### src/rtl/mbus_arb_pkg.sv
package mbus_arb_pkg;
   localparam int unsigned ARB_MAX_MASTERS = 7;
   localparam int unsigned ARB_MIN_SYNC    = 1;
endpackage

### src/rtl/mbus_rst_sync.sv
module mbus_rst_sync #(
   parameter int unsigned STAGES = 2
) (
   input  logic clk,
   input  logic arst_n,
   output logic rst_n
);
   generate
      if (STAGES < mbus_arb_pkg::ARB_MIN_SYNC) begin : g_bad
         $error("mbus_rst_sync: STAGES must be at least 1");
      end
      if (STAGES == 1) begin : g_one
         logic q;
         always_ff @(posedge clk or negedge arst_n) begin
            if (!arst_n) q <= 1'b0;
            else         q <= 1'b1;
         end
         assign rst_n = q;
      end else begin : g_chain
         logic [STAGES-1:0] sh;
         always_ff @(posedge clk or negedge arst_n) begin
            if (!arst_n) sh <= '0;
            else         sh <= {sh[STAGES-2:0], 1'b1};
         end
         assign rst_n = sh[STAGES-1];
      end
   endgenerate
endmodule

### src/rtl/mbus_prio_pick.sv
module mbus_prio_pick #(
   parameter int unsigned N         = 7,
   parameter bit          LOW_FIRST = 1'b1
) (
   input  logic [N-1:0] req_i,
   output logic [N-1:0] win_o
);
   generate
      if (LOW_FIRST) begin : g_low
         assign win_o = req_i & (~req_i + {{(N-1){1'b0}}, 1'b1});
      end else begin : g_high
         always_comb begin
            win_o = '0;
            for (int i = 0; i < N; i++) begin
               if (req_i[i]) win_o = ({{(N-1){1'b0}}, 1'b1} << i);
            end
         end
      end
   endgenerate
endmodule

### src/rtl/mbus_owner_reg.sv
module mbus_owner_reg #(
   parameter int unsigned N         = 7,
   parameter bit          LOW_FIRST = 1'b1
) (
   input  logic         clk,
   input  logic         rst_n,
   input  logic [N-1:0] req,
   output logic [N-1:0] gnt
);
   logic [N-1:0] win;
   logic [N-1:0] gnt_q;
   logic [N-1:0] gnt_d;
   logic         busy;
   logic         held;

   mbus_prio_pick #(.N(N), .LOW_FIRST(LOW_FIRST)) u_pick (
      .req_i (req),
      .win_o (win)
   );

   assign busy = (gnt_q != '0);
   assign held = ((gnt_q & req) != '0);

   always_comb begin
      if (busy) gnt_d = held ? gnt_q : '0;
      else      gnt_d = win;
   end

   always_ff @(posedge clk or negedge rst_n) begin
      if (!rst_n) gnt_q <= '0;
      else        gnt_q <= gnt_d;
   end

   assign gnt = gnt_q;

   p_one_grant_r7: assert property (@(posedge clk) disable iff (!rst_n)
      $onehot0(gnt_q));

   p_hold_r5: assert property (@(posedge clk) disable iff (!rst_n)
      ((gnt_q & req) != '0) |=> (gnt_q == $past(gnt_q)));

   p_release_r6: assert property (@(posedge clk) disable iff (!rst_n)
      ((gnt_q != '0) && ((gnt_q & req) == '0)) |=> (gnt_q == '0));

   p_grant_requested_r3: assert property (@(posedge clk) disable iff (!rst_n)
      (gnt_q == '0) |=> ((gnt_q == '0) || ((gnt_q & $past(req)) != '0)));

   generate
      if (LOW_FIRST) begin : g_chk_low
         p_pick_lowest_r4: assert property (@(posedge clk) disable iff (!rst_n)
            (gnt_q == '0) |=> ((gnt_q == '0) || (((gnt_q - 1'b1) & $past(req)) == '0)));
      end
   endgenerate
endmodule

### src/rtl/mbus_arbiter.sv
module mbus_arbiter #(
   parameter int unsigned N_MASTERS   = 7,
   parameter int unsigned SYNC_STAGES = 2,
   parameter bit          LOW_FIRST   = 1'b1
) (
   input  logic                 clk,
   input  logic                 arst_n,
   input  logic [N_MASTERS-1:0] sel_n,
   output logic [N_MASTERS-1:0] gnt,
   output logic [N_MASTERS-1:0] rdy
);
   logic                 rst_n;
   logic [N_MASTERS-1:0] req;

   generate
      if (N_MASTERS < 1 || N_MASTERS > mbus_arb_pkg::ARB_MAX_MASTERS) begin : g_bad_n
         $error("mbus_arbiter: N_MASTERS out of range");
      end
   endgenerate

   mbus_rst_sync #(.STAGES(SYNC_STAGES)) u_rst (
      .clk    (clk),
      .arst_n (arst_n),
      .rst_n  (rst_n)
   );

   assign req = ~sel_n;

   mbus_owner_reg #(.N(N_MASTERS), .LOW_FIRST(LOW_FIRST)) u_own (
      .clk   (clk),
      .rst_n (rst_n),
      .req   (req),
      .gnt   (gnt)
   );

   generate
      for (genvar m = 0; m < N_MASTERS; m++) begin : g_rdy
         assign rdy[m] = sel_n[m] | gnt[m];
         p_wait_r8: assert property (@(posedge clk) disable iff (!rst_n)
            (!sel_n[m] && !gnt[m]) |-> !rdy[m]);
      end
   endgenerate

   p_reset_clear_r1: assert property (@(posedge clk)
      !rst_n |-> (gnt == '0));
endmodule

### config.mk
export PLATFORM = sky130hd
export DESIGN_NAME = mbus_arbiter
export DESIGN_NICKNAME = d
export VERILOG_FILES = /design/src/rtl/mbus_arb_pkg.sv /design/src/rtl/mbus_rst_sync.sv /design/src/rtl/mbus_prio_pick.sv /design/src/rtl/mbus_owner_reg.sv /design/src/rtl/mbus_arbiter.sv
export SDC_FILE = /design/constraint.sdc
export NUM_CORES = 1
export LEC_CHECK = 0
export ABC_AREA = 1
export CAP_MARGIN = 20
export CORE_MARGIN = 2
export CORE_UTILIZATION = 38
export CTS_CLUSTER_DIAMETER = 50
export DETAILED_ROUTE_END_ITERATION = 12
export MAX_ROUTING_LAYER = met4
export PLACE_DENSITY_LB_ADDON = 0.3
export SLEW_MARGIN = 10
export SYNTH_ARGS = -nofsm -noshare
export SYNTH_HDL_FRONTEND = slang
export SYNTH_SLANG_ARGS = --single-unit
### constraint.sdc
create_clock -name clk -period 1.1 [get_ports clk]
set_input_delay 0.275 -clock clk [delete_from_list [all_inputs] [get_ports clk]]
set_output_delay 0.275 -clock clk [all_outputs]
set_load 0.01 [all_outputs]
# After elaboration in Yosys (flattened, before gate mapping)
# Index checks and enable logic that the tools add are counted.
[word_totals] input_bits=9 word_cells=19 output_inout_bits=14 register_bits=9
[classes] n_addsub=1 reduce_logical=2 n_bitwise=11 n_mux=2 eq_ne=1
[op_table] operator="$and A7 B7 Y7" n=2
[op_table] operator="$mux W7" n=2
[op_table] operator="$not A7 Y7" n=2
[op_table] operator="$reduce_bool A7 Y1" n=2
[op_table] operator="$add A7 B1 Y7 const B" n=1
[op_table] operator="$or A1 B1 Y1" n=7
[op_table] operator="$ne A2 B2 Y1 const B" n=1

# Depth between registers and ports, before layout
[depth] depth_word=5 mapped_depth=7 depth_no_buf=7

# Hierarchy
# A second synthesis with hierarchy kept.
[hier_totals] cells_unflattened=89 hier_area_um2=564.3
[modules_own_cells] mod="mbus_owner_reg" area_per_inst_um2=352.8 cells_each=47 instances=1 seq_area_each_um2=175.2
[modules_own_cells] mod="mbus_arbiter" area_per_inst_um2=81.3 cells_each=21 instances=1 seq_area_each_um2=0.0
[modules_own_cells] mod="mbus_prio_pick" area_per_inst_um2=76.3 cells_each=18 instances=1 seq_area_each_um2=0.0
[modules_own_cells] mod="mbus_rst_sync" area_per_inst_um2=53.8 cells_each=3 instances=1 seq_area_each_um2=50.0

# Worst setup path after synthesis
# Ideal clock, no wire load.
[synth_timing] path_kind="register to output" start="register u_own.gnt_q[1] (netlist: u_own.gnt[1])" end="output port rdy[1]" t_arrival_ps=752 t_required_ps=825 slack_ps=73 path_stages_with_launch=2 cell_sequence="dfrtp_1 > or2_2"
[synth_via] elab_chain_cells=1
[synth_lines] item="start, declared" line="mbus_owner_reg.sv:11" text="logic [N-1:0] gnt_q;"
[synth_lines] item="start signal, assigned" line="mbus_owner_reg.sv:31" text="else gnt_q <= gnt_d;"
[synth_lines] item="$or A1 B1 Y1" line="mbus_arbiter.sv:38" text="assign rdy[m] = sel_n[m] | gnt[m];"
[synth_lines] item="end, declared" line="mbus_arbiter.sv:10" text="output logic [N_MASTERS-1:0] rdy"
# Every way passes these cells.

# Final worst setup path
[layout_timing] start="register u_own.gnt_q[2] (netlist: u_own.gnt[2])" end="output port rdy[2]"
# Same word-level chain as after synthesis.

==> flow_summary.ini <==
[floorplanning]
die_w_um = 40.2
fp.dieH_um = 40.2
start_util = 0.393
rows = 13
die-area_um2 = 1620
ios = 23
core_um2 = 1270

[finish]
syn_to_final_growth_pct = 89.5
finalNonFillerCells = 130
drive_gt1_frac = 0.530
insertedDiodeCount = 0
post-route-util = 0.746
layout.nets = 125

[yosys]
synth_commonest_cells = nand2_1 (29), dfrtp_1 (9), inv_1 (9)
synthAdderAreaFrac = 0
syn_nets = 80
synthDistinctLibCells = 14
yosys.area_share.simple = 0.466
ys_ff_latch = 9
synth.mux.area_fraction = 0
ys_warn_count = 0
yosysTopAreaCellShare = 0.451
post-synth-top-count-cell = nand2_1
yosysSeqAreaShare = 0.451
synth.area.top_cells = dfrtp_1 (45%), nand2_1 (22%), inv_1 (6.8%)
synth_async_sr_flop_share = 1.00
yosys.area.top_type = dfrtp_1
synth.avg_cell_area_um2 = 7.03
synth_xor_area_frac = 0
ys.flop_type = dfrtp_1
syn_area_um2 = 499
netlist_instances = 71
synth_top_family_by_area = simple AND/OR/NAND/NOR gates
synth_compound_area_frac = 0
synth_edf_count = 0

[critical_path]
start_kind = flop
critPathMaxFanout = 2
end_kind = primary output
required_ps = 820
crit_slowest_cell = dfrtp_1
crit_chain = or2_4, buf_6
crit_type = reg2out
critPathMaxStageDelay_ps = 390
arrival_ps = 1010

[place]
hpwlAfterDp_um = 963
placed_cells = 126
io_buffers = 22
gp_congestion = 0.752

[sta]
fin_skew_ps = 1.06
slew_violations = 0
hold_violations = 0
fin_crit_sh = 1.17
fmax_mhz = 779
layout_min_cycle_time_ps = 1280
fin_ws_ps = -183
rsz0062_at_grt = yes
setup_violations = 18

[cts]
root_buffer = clkbuf_4
cts_buffer_depth = 2
htree_levels = 1
cts-buffers-inserted = 3
cts.sinks = 9
cts_tree = yes
clk_latency_ps = 260
clk_pin_slew_ps = 70

[route]
postRouteAntennaNets = 0
routed_wl_mm = 1.47
drt_iter0_drc = 13
drt-wirelength-per-cell_um = 11.3
drc_errors = 0
dr.pass1.iters = 4
vias = 595
viasPerCell = 4.58

[global_routing]
track_usage = 0.224
grt_pass1_wl_mm = 2.26
grt_antenna_before_repair = 0
grt_pass1_vias = 530
grt_max_degree = 8
grt_overflow_total = 0

[power]
power_per_cell_area_nw_per_um2 = 1540
worst_ir_drop_vdd_uv = 1150
power.leakage_uw = 0.000547

[run_status]
failed_checks = negative setup slack
status = finished with violations

[job]
max_cap_violations = 0

[worst_hold_path]
hp-class = reg2async
## cells in the final DEF, fill, tap and decap left out, drive strengths merged
cell / netlist / final
inv: 10 / 10
clkinv: 0 / 1
clkbuf: 0 / 3
nand3b: 1 / 1
nor2: 8 / 8
conb: 1 / 1
or2: 4 / 4
clkdlybuf4s50: 0 / 1
buf: 0 / 32
nand3: 6 / 6
dfrtp: 9 / 9
nor3: 2 / 2
nand2: 30 / 30
dlygate4sd2: 0 / 7
## per-layer routing
metal,global-route usage,part of all wire,wire [um]
met1,0.253,0.40,592
met2,0.387,0.55,804
met3,0.0500,0.046,68
met4,0.0750,0.0027,4
met5,-,0,0
## power breakdown
| group | internal (uW) | total, uW | switching, uW | leakage (uW) |
|---|---|---|---|---|
| clock network | 135 | 263 | 128 | 0.0000177 |
| logic | 371 | 777 | 406 | 0.000411 |
| registers | 379 | 416 | 37.3 | 0.000118 |
| total | 885 | 1460 | 571 | 0.000547 |
## metrics by stage
stage	setup TNS [ps]	setup slack (ps)	instance area, um^2	hold slack (ps)	power [uW]
final	-1760	-183	946	129	1460
after floorplan	0	73.4	499	-20.6	724
after global routing	-2760	-217	946	154	1550
after global placement	-7340	-608	873	127	1050
after detailed placement	-7480	-612	873	135	1060
after CTS	-1690	-188	915	139	1390
## path summary, 6_finish.rpt
check / slack [ps] / start / end / cells past startpoint
min in group clk: 360 / u_rst.g_chain.sh[0]$_DFF_PN0_ / u_rst.g_chain.sh[1]$_DFF_PN0_ / 0
setup / recovery: -180 / u_own.gnt[2]$_DFFE_PN0P_ / rdy[2] / 2
max in group asynchronous: 730 / u_rst.g_chain.sh[1]$_DFF_PN0_ / u_own.gnt[3]$_DFFE_PN0P_ / 0
setup reg to reg: -100 / u_own.gnt[2]$_DFFE_PN0P_ / u_own.gnt[2]$_DFFE_PN0P_ / 6
hold / removal: 130 / u_rst.g_chain.sh[1]$_DFF_PN0_ / u_own.gnt[4]$_DFFE_PN0P_ / 0
hold reg to reg: 130 / u_rst.g_chain.sh[1]$_DFF_PN0_ / u_own.gnt[4]$_DFFE_PN0P_ / 0
## layout make-up
type / instances / area, um^2
Clock buffer: 3 / 22.5
Inverter: 10 / 37.5
Fill cell: 109 / 323
Multi-Input combinational cell: 52 / 309
Tap cell: 15 / 18.8
Timing Repair Buffer: 40 / 328
Sequential cell: 9 / 225
Clock inverter: 1 / 5.00
## sequential cells by signal, summed over array words and instances (netlist names)
name              cells
u_rst.g_chain.sh      2
u_own.gnt             7
## cell families after synthesis
group,after synthesis
buf+inv,10
other cells,1
flops,9
simple gates,51
## repair_timing
action                                  in CTS  in global routing
pin swaps                                   10                  8
resized for setup                           84                 11
hold buffers                                 0                  0
gates cloned                                 0                  0
endpoints found under the setup margin      21                 21
setup buffers                                0                  0
## critical path: cells and delay by family (launching register included)
kind / cells / cell delay [ps]
buffers and inverters: 1 / 120
flip-flops: 1 / 390
AND/OR/NAND/NOR: 1 / 230
Note: power is estimated with default switching activity, not from simulation.
